<file path="config.mk">
export PLATFORM = sky130hd
export DESIGN_NAME = wide_rd_bridge
export DESIGN_NICKNAME = d
export VERILOG_FILES = /design/src/rtl/wide_rd_pkg.sv /design/src/rtl/wide_rd_ctrl.sv /design/src/rtl/wide_rd_dpath.sv /design/src/rtl/wide_rd_bridge.sv
export SDC_FILE = /design/constraint.sdc
export NUM_CORES = 1
export LEC_CHECK = 0
export BUFFER_PORTS_ARGS = -buffer_cell sky130_fd_sc_hd__buf_2
export CELL_PAD_IN_SITES_DETAIL_PLACEMENT = 1
export CELL_PAD_IN_SITES_GLOBAL_PLACEMENT = 1
export CORE_ASPECT_RATIO = 0.7
export CORE_MARGIN = 5
export CORE_UTILIZATION = 37
export DETAILED_ROUTE_END_ITERATION = 10
export PLACE_DENSITY_LB_ADDON = 0.25
export SLEW_MARGIN = 20
export SYNTH_ARGS = -nofsm -noshare
export SYNTH_HDL_FRONTEND = slang
export SYNTH_SLANG_ARGS = --single-unit
</file>
<file path="constraint.sdc">
create_clock -name clk -period 6.5 [get_ports clk]
set_clock_uncertainty 0.1 [all_clocks]
set_input_delay 0.325 -clock clk [delete_from_list [all_inputs] [get_ports clk]]
set_output_delay 0.325 -clock clk [all_outputs]
set_load 0.02 [all_outputs]
</file>
<file path="src/rtl/wide_rd_pkg.sv">
package wide_rd_pkg;

  typedef enum logic [2:0] {
    ST_IDLE,
    ST_ISSUE_LO,
    ST_ISSUE_HI,
    ST_CATCH_HI,
    ST_SHOW
  } seq_state_e;

  // Strobes from the sequencer to the datapath
  typedef struct packed {
    logic       loadReq;   // latch id, start index and length
    logic       memEn;     // read strobe to memory
    logic       selHi;     // upper word of the current beat
    logic [1:0] grab;      // capture returning word into half [i]
    logic       advance;   // step to the next beat
  } strobe_t;

  localparam logic [1:0] RESP_OKAY = 2'b00;

endpackage

</file>
<file path="src/rtl/wide_rd_ctrl.sv">
module wide_rd_ctrl
  import wide_rd_pkg::*;
(
  input  logic    clk,
  input  logic    rstN,
  input  logic    arValid,
  input  logic    rReady,
  input  logic    lastBeat,
  output logic    arReady,
  output logic    rValid,
  output strobe_t stb
);

  seq_state_e st, stNext;

  always_ff @(posedge clk) begin
    if (!rstN) st <= ST_IDLE;
    else       st <= stNext;
  end

  always_comb begin
    stb    = '0;
    stNext = st;
    unique case (st)
      ST_IDLE: begin
        if (arValid) begin
          stb.loadReq = 1'b1;
          stNext      = ST_ISSUE_LO;
        end
      end
      ST_ISSUE_LO: begin
        stb.memEn = 1'b1;
        stNext    = ST_ISSUE_HI;
      end
      ST_ISSUE_HI: begin
        stb.memEn   = 1'b1;
        stb.selHi   = 1'b1;
        stb.grab[0] = 1'b1;
        stNext      = ST_CATCH_HI;
      end
      ST_CATCH_HI: begin
        stb.grab[1] = 1'b1;
        stNext      = ST_SHOW;
      end
      ST_SHOW: begin
        if (rReady) begin
          if (lastBeat) begin
            stNext = ST_IDLE;
          end else begin
            stb.advance = 1'b1;
            stNext      = ST_ISSUE_LO;
          end
        end
      end
      default: stNext = ST_IDLE;
    endcase
  end

  assign arReady = (st == ST_IDLE);
  assign rValid  = (st == ST_SHOW);

endmodule

</file>
<file path="src/rtl/wide_rd_dpath.sv">
module wide_rd_dpath
  import wide_rd_pkg::*;
#(
  parameter int ID_W     = 4,
  parameter int NARROW_W = 64,
  parameter int MEM_AW   = 10,
  parameter int ADDR_W   = 32
) (
  input  logic                  clk,
  input  logic                  rstN,
  input  strobe_t               stb,
  input  logic [ID_W-1:0]       arId,
  input  logic [ADDR_W-1:0]     arAddr,
  input  logic [7:0]            arLen,
  input  logic [NARROW_W-1:0]   memRdData,
  output logic [MEM_AW-1:0]     memRdAddr,
  output logic [ID_W-1:0]       rId,
  output logic [2*NARROW_W-1:0] rData,
  output logic                  lastBeat
);

  localparam int WORD_BYTES = NARROW_W / 8;
  localparam int WORD_SH    = $clog2(WORD_BYTES);
  localparam int BEAT_SH    = WORD_SH + 1;
  localparam int IDX_W      = MEM_AW - 1;

  logic [ID_W-1:0]     idReg;
  logic [IDX_W-1:0]    beatIdx;
  logic [7:0]          beatsLeft;
  logic [NARROW_W-1:0] half [2];

  // Address bits outside the beat index are not decoded
  logic unusedAddr;
  assign unusedAddr = ^arAddr;

  always_ff @(posedge clk) begin
    if (!rstN) begin
      idReg     <= '0;
      beatIdx   <= '0;
      beatsLeft <= '0;
    end else if (stb.loadReq) begin
      idReg     <= arId;
      beatIdx   <= arAddr[BEAT_SH +: IDX_W];
      beatsLeft <= arLen;
    end else if (stb.advance) begin
      beatIdx   <= beatIdx + 1'b1;
      beatsLeft <= beatsLeft - 1'b1;
    end
  end

  // One holding register per half of the wide beat
  for (genvar h = 0; h < 2; h++) begin : g_half
    always_ff @(posedge clk) begin
      if (!rstN)           half[h] <= '0;
      else if (stb.grab[h]) half[h] <= memRdData;
    end
  end

  assign memRdAddr = {beatIdx, stb.selHi};
  assign rId       = idReg;
  assign rData     = {half[1], half[0]};
  assign lastBeat  = (beatsLeft == 8'd0);

endmodule

</file>
<file path="src/rtl/wide_rd_bridge.sv">
module wide_rd_bridge
  import wide_rd_pkg::*;
#(
  parameter int ID_W     = 4,
  parameter int NARROW_W = 64,
  parameter int MEM_AW   = 10,
  parameter int ADDR_W   = 32
) (
  input  logic                  clk,
  input  logic                  rstN,
  input  logic                  arValid,
  output logic                  arReady,
  input  logic [ID_W-1:0]       arId,
  input  logic [ADDR_W-1:0]     arAddr,
  input  logic [7:0]            arLen,
  output logic                  rValid,
  input  logic                  rReady,
  output logic [ID_W-1:0]       rId,
  output logic [2*NARROW_W-1:0] rData,
  output logic [1:0]            rResp,
  output logic                  rLast,
  output logic                  memRdEn,
  output logic [MEM_AW-1:0]     memRdAddr,
  input  logic [NARROW_W-1:0]   memRdData
);

  strobe_t stb;
  logic    lastBeat;

  wide_rd_ctrl u_ctrl (
    .clk      (clk),
    .rstN     (rstN),
    .arValid  (arValid),
    .rReady   (rReady),
    .lastBeat (lastBeat),
    .arReady  (arReady),
    .rValid   (rValid),
    .stb      (stb)
  );

  wide_rd_dpath #(
    .ID_W     (ID_W),
    .NARROW_W (NARROW_W),
    .MEM_AW   (MEM_AW),
    .ADDR_W   (ADDR_W)
  ) u_dpath (
    .clk       (clk),
    .rstN      (rstN),
    .stb       (stb),
    .arId      (arId),
    .arAddr    (arAddr),
    .arLen     (arLen),
    .memRdData (memRdData),
    .memRdAddr (memRdAddr),
    .rId       (rId),
    .rData     (rData),
    .lastBeat  (lastBeat)
  );

  assign memRdEn = stb.memEn;
  assign rLast   = rValid & lastBeat;
  assign rResp   = RESP_OKAY;

endmodule

</file>
==> reports/summary.txt, run 1 <==
status: completed
Fin Setup TNS: 0 ns
Synth Flop Type: edfxtp_1
peak supply drop: 0.254 mV
Final Util: 49.7%
first-pass GRT wire length: 27400 um
final hold vios: 0
clk sink count: 152
nets: 777
share of post-route cells with drive strength above 1: 42.7%
Final period util: 43.8%
Maximum Capacitance Violations: 0
CTS tree: yes
Vias/cell: 5.04
syn_area_per_cell: 13.8 um2
CTS HTree Levels: 4
Seq cells post-synth: 152
final setup vio count: 0
FILL cells: 1790
Setup crit end kind: primary output
total CTS buffers: 17
clock transition at the registers of the reported paths: 0.06 ns
Starting Density: 37.7%
CP required: 6.07 ns
Final HPWL DP: 12100 um
gpl congestion: 0.807
min Tclk post-route: 2.85 ns
routed len/inst: 19.8 um
CP Max Fanout: 11
crit start category: register
Synth Cell Area: 0.00615 mm2
Die Height: 118 um
Detailed Routing Iterations Pass 1: 4
worst-margin pin slew: 1.10 ns
Seq/Total Area, Yosys: 70.3%
Synth Warn #: 0
unrepaired setup endpoints after global routing: no
Max Clk Rate: 351 MHz
vias post-DR: 4544
Die ar.: 0.0193 mm2
Post-Route WL: 17900 um
Rel. slew slack: 26.1%
port bufs: 234
Post-synth EDFFs: 128
Core Area: 0.0163 mm2
die span in x: 164 um
FP Rows: 39
antenna-violating nets left: 0
Clock Root Buffer: clkbuf_16
CTS max path bufs: 2
CP arrival: 2.42 ns
top-level I/O count: 260
vias in the first global route: 4794
Total Routing Usage GR: 18.3%
drt initial violations: 327
Crit Path Class: reg -> out
largest net degree at the start of global routing: 107
P&R area growth vs syn: 31.7%
synth unique cells: 41
Syn Inst Count: 445
grt ovf: 0
Post-CTS Hold Buffers: 0
Worst-Skew Late Latency: 0.42 ns
max-slew violations: 0
Leakage: 3.83 nW
pwr/cell area: 316 mW/mm2
residual DRC count: 0
Post-synth ARST share: 0%
min-delay worst type: in -> reg
# Post-CTS Setup Buffers: 0
initial antenna violation count: 2
CTS resizes: 0
==> routing by layer <==
metal	track usage (%)	vias up	part of all wire, %
met5	0	-	0.22
met4	5.87	4	1.5
met3	8.30	22	9.3
met2	28.6	153	47
met1	22.5	2239	42
li1	-	2126	-
==> kinds of logic after synthesis <==
group / count (synthesis) / share of synthesized area, %
AND/OR/NAND/NOR: 178 / 17.7
flip-flops: 152 / 70.3
AO/OA/AOI/OAI: 52 / 6.13
buffers and inverters: 47 / 3.40
XOR/XNOR: 11 / 1.57
adder cells (fa/ha/maj): 3 / 0.611
other: 1 / 0.0610
multiplexers: 1 / 0.163
==> synth_stat cells (all sizes together), types with 2 or more instances <==
library cell / n / share of area, %
and3: 128 / 13
edfxtp: 128 / 63
clkbuf: 34 / 2.1
dfxtp: 24 / 7.8
o21ai: 18 / 1.5
a21oi: 16 / 1.4
nand2: 14 / 0.85
xnor2: 11 / 1.6
buf: 8 / 1.0
nor3: 7 / 0.57
a2111oi: 6 / 1.8
nand3: 6 / 0.49
a211oi: 5 / 0.69
inv: 5 / 0.31
nor2: 5 / 0.31
a31oi: 3 / 0.31
ha: 3 / 0.61
and2: 2 / 0.20
nand2b: 2 / 0.20
nand3b: 2 / 0.24
nor3b: 2 / 0.24
nor4: 2 / 0.20
o41ai: 2 / 0.29
==> cells in the final DEF (no fill, tap or decap), types with 3 or more instances in the layout <==
cell          n
inv_1         5
buf_4         6
a211oi_1      4
clkinvlp_4    5
ha_1          3
inv_6         3
nand2_1      13
a21oi_1      15
clkbuf_16    17
o21ai_0      17
nor2_1        4
a2111oi_2     3
edfxtp_1    128
dfxtp_1      24
xnor2_1      11
nand3_1       6
buf_2       233
nor3_1        7
and3_1      128
a31oi_1       3
==> final timing paths <==
check | slack [ns] | startpoint | cells after the start | endpoint
worst max-delay path | 3.65 | u_dpath.beatsLeft[0] | 6 | rLast
worst min-delay path | 0.05 | arId[2] | 3 | u_dpath.rId[2]
worst max register to register | 4.09 | u_dpath.beatsLeft[0] | 6 | u_dpath.beatIdx[2]
worst min register to register | 0.37 | u_dpath.rId[2] | 2 | u_dpath.rId[2]
==> where the power goes <==
group,internal (mW),leakage [nW],switching (mW),total [mW]
sequential,1.14,1.53,0.0383,1.18
clock,0.574,0.276,0.422,0.997
combinational,0.117,2.02,0.263,0.380
==> through the flow <==
stage	power, mW	instance area [um2]	instances	worst slack, ns	hold WS (ns)
finish	2.56	8100	901	3.65	0.0510
global route	2.66	8090	900	3.49	0.0312
CTS	2.59	8090	900	3.59	0.0319
detailed placement	1.59	7500	868	4.07	0.363
global placement	1.57	7500	868	4.16	0.341
floorplan	1.44	6150	446	0.821	0.337
==> cell type report <==
| class | instances | area [um2] | area share (%) |
|---|---|---|---|
| Sequential cell | 152 | 4320 | 53.4 |
| Multi-Input combinational cell | 247 | 1660 | 20.5 |
| Timing Repair Buffer | 239 | 1210 | 15.0 |
| Clock buffer | 17 | 425 | 5.26 |
| Tap cell | 225 | 282 | 3.48 |
| Clock inverter | 15 | 169 | 2.09 |
| Inverter | 5 | 18.8 | 0.232 |
| Antenna cell | 1 | 2.50 | 0.0309 |
==> flip-flops by register name, indices dropped and copies added, names as in the netlist <==
| name | count |
|---|---|
| u_ctrl.st | 3 |
| u_dpath.beatIdx | 9 |
| u_dpath.beatsLeft | 8 |
| u_dpath.half | 128 |
| u_dpath.rId | 4 |
==> critical path, cell delays in order (launching register included) <==
cell and delay [ns]:
dfxtp_1 0.33, inv_1 0.09, ha_1 0.17, nor3b_2 0.88, nand2_1 0.20, nor2_1 0.14
buf_2 0.18
Note: power is estimated with default switching activity, not from simulation.
==> run 2, diff against run 1 <==
Settings changed: CORE_UTILIZATION 37 to 33.
Clock period 6.5 ns to 2.3 ns, I/O delays scaled along.
==> run 2 against run 1 <==
Utilization rose by 0.50 points; wire length rose by 12%; critical endpoint is now u_dpath.beatIdx[7]; flip-flop and latch count did not move; register-to-register slack got worse by 4.0 ns; critical path depth rose by 2; largest cell class unchanged; cell count rose by 12%; clock-buffer cell count did not move; clock power rose to 2.7 times the previous value; sequential share of layout area fell by 5.9 points; sequential power rose to 2.8 times the previous value; first-iteration DRC count rose by 0.31%.
==> reports/summary.txt, run 2 (synthesis results as in run 1) <==
drt initial violations: 328 (was 327)
nets: 875 (was 777)
Power Total: 7.35 mW (was 2.56 mW)
die span in x: 173 um (was 164 um)
largest net degree at the start of global routing: 75 (was 107)
max reg flops: 128 (unchanged)
clock transition at the registers of the reported paths: 0.06 ns (about the same)
unrepaired setup endpoints after global routing: no (unchanged)
Reg with most FFs: u_dpath.half (unchanged)
CP Max Fanout: 7 (was 11)
Final HPWL DP: 13000 um (was 12100 um)
min-delay worst type: in -> reg (unchanged)
Setup crit end kind: register (was primary output)
top-level I/O count: 260 (unchanged)
Crit Path Class: reg -> reg (was reg -> out)
Starting Density: 33.9% (was 37.7%)
max-slew violations: 0 (unchanged)
routed len/inst: 19.8 um (about the same)
P&R area growth vs syn: 48.2% (was 31.7%)
crit start category: register (unchanged)
residual DRC count: 0 (unchanged)
CTS HTree Levels: 4 (unchanged)
Core Area: 0.0182 mm2 (was 0.0163 mm2)
pwr/cell area: 807 mW/mm2 (was 316 mW/mm2)
Post-Route WL: 19900 um (was 17900 um)
Max Clk Rate: 463 MHz
min Tclk post-route: 2.16 ns
Final period util: 94.0%
Total Routing Usage GR: 18.3% (about the same)
CTS tree: yes (unchanged)
Detailed Routing Iterations Pass 1: 5 (was 4)
Die ar.: 0.0215 mm2 (was 0.0193 mm2)
final setup vio count: 0 (unchanged)
share of post-route cells with drive strength above 1: 38.7% (was 42.7%)
status: completed (unchanged)
CP arrival: 2.40 ns (was 2.42 ns)
FP Rows: 41 (was 39)
peak supply drop: 0.354 mV (was 0.254 mV)
gpl congestion: 0.801 (was 0.807)
Leakage: 4.27 nW (was 3.83 nW)
Rel. slew slack: 66.6% (was 26.1%)
total CTS buffers: 17 (unchanged)
Final Util: 50.2% (was 49.7%)
Vias/cell: 4.90 (was 5.04)
# diodes: 0 (was 1)
final hold vios: 0 (unchanged)
CP required: 2.54 ns (was 6.07 ns)
FILL cells: 1906 (was 1790)
Maximum Capacitance Violations: 0 (unchanged)
highest-count cells in the layout ignoring fill and taps: buf_2, and3_1, edfxtp_1, dlygate4sd3_1, dfxtp_1 (was buf_2, and3_1, edfxtp_1, dfxtp_1)
vias in the first global route: 5360 (was 4794)
first-pass GRT wire length: 30400 um (was 27400 um)
Worst-Skew Late Latency: 0.42 ns (about the same)
vias post-DR: 4941 (was 4544)
CTS max path bufs: 2 (unchanged)
worst-margin pin slew: 0.501 ns (was 1.10 ns)
grt ovf: 0 (unchanged)
antenna-violating nets left: 0 (unchanged)
initial antenna violation count: 0 (was 2)
commonest non-fill, non-tap cell in the layout: buf_2 (unchanged)
clk sink count: 152 (unchanged)
Clock Root Buffer: clkbuf_16 (unchanged)
largest registers: u_dpath.half (128), u_dpath.beatIdx (9), u_dpath.beatsLeft (8) (unchanged)
port bufs: 234 (unchanged)
Die Height: 124 um (was 118 um)
run 2: cell count changes in the layout (fill, tap and decap cells not counted), moves of 2 or more:
| cell | before | now |
|---|---|---|
| inv_6 | 3 | 6 |
| buf_12 | 0 | 5 |
| clkinv_4 | 2 | 0 |
| clkinvlp_4 | 5 | 3 |
| dlygate4sd3_1 | 0 | 87 |
| buf_4 | 6 | 12 |
run 2: worst max-delay path: stages, from the launching register on:
cell and delay, ns:
dfxtp_2 0.35, inv_1 0.07, ha_1 0.23, nor3b_4 0.17
buf_4 0.18, buf_4 0.18, a211oi_4 0.26, or3b_1 0.39
a31oi_1 0.17
run 2: area by class of cell:
| type | count | area, um2 | share of cell area [%] |
|---|---|---|---|
| Clock buffer | 17 | 425 | 4.67 |
| Tap cell | 236 | 295 | 3.24 |
| Clock inverter | 14 | 138 | 1.51 |
| Inverter | 5 | 18.8 | 0.206 |
| Multi-Input combinational cell | 247 | 1680 | 18.4 |
| Timing Repair Buffer | 337 | 2230 | 24.4 |
| Sequential cell | 152 | 4330 | 47.5 |
run 2: path summary, 6_finish.rpt:
kind / from / end / slack [ns] / cells after the start
setup / recovery: u_dpath.beatsLeft[0] / u_dpath.beatIdx[7] / 0.14 / 8
hold / removal: rstN / u_ctrl.st[2] / 0.06 / 2
setup reg to reg: u_dpath.beatsLeft[0] / u_dpath.beatIdx[7] / 0.14 / 8
hold reg to reg: u_dpath.rId[0] / u_dpath.rId[0] / 0.38 / 2
run 2: through the flow:
stage	TNS [ns]	hold WS [ns]	cell area, um2	cells	setup slack, ns
after floorplan	0	0.151	6170	446	0.177
after global placement	-0.0152	0.265	7640	888	-0.0152
after detailed placement	-0.227	0.279	7640	888	-0.0920
after CTS	0	0.0371	9090	1008	0.117
after global routing	0	0.0690	9110	1008	0.0372
final	0	0.0622	9110	1008	0.139
run 2: routing by layer:
metal / GRT usage (%) / share of wire, %
met1: 21.4 / 41
met5: 0 / 0
met4: 7.27 / 2.4
met2: 30.9 / 49
met3: 7.10 / 8.1
run 2: timing repair:
| action | 4_1_cts | 5_1_grt |
|---|---|---|
| buffers inserted | 2 | 0 |
| hold buffers | 87 | 0 |
| gates resized for setup | 1 | 4 |
| endpoints found under the hold margin | 151 | 0 |
| endpoints found under the setup margin | 7 | 2 |
run 2: power breakdown:
| group | switching, mW | internal (mW) | total, mW |
|---|---|---|---|
| sequential | 0.114 | 3.23 | 3.34 |
| clock | 1.20 | 1.51 | 2.72 |
| combinational | 0.806 | 0.482 | 1.29 |
| total | 2.12 | 5.23 | 7.35 |
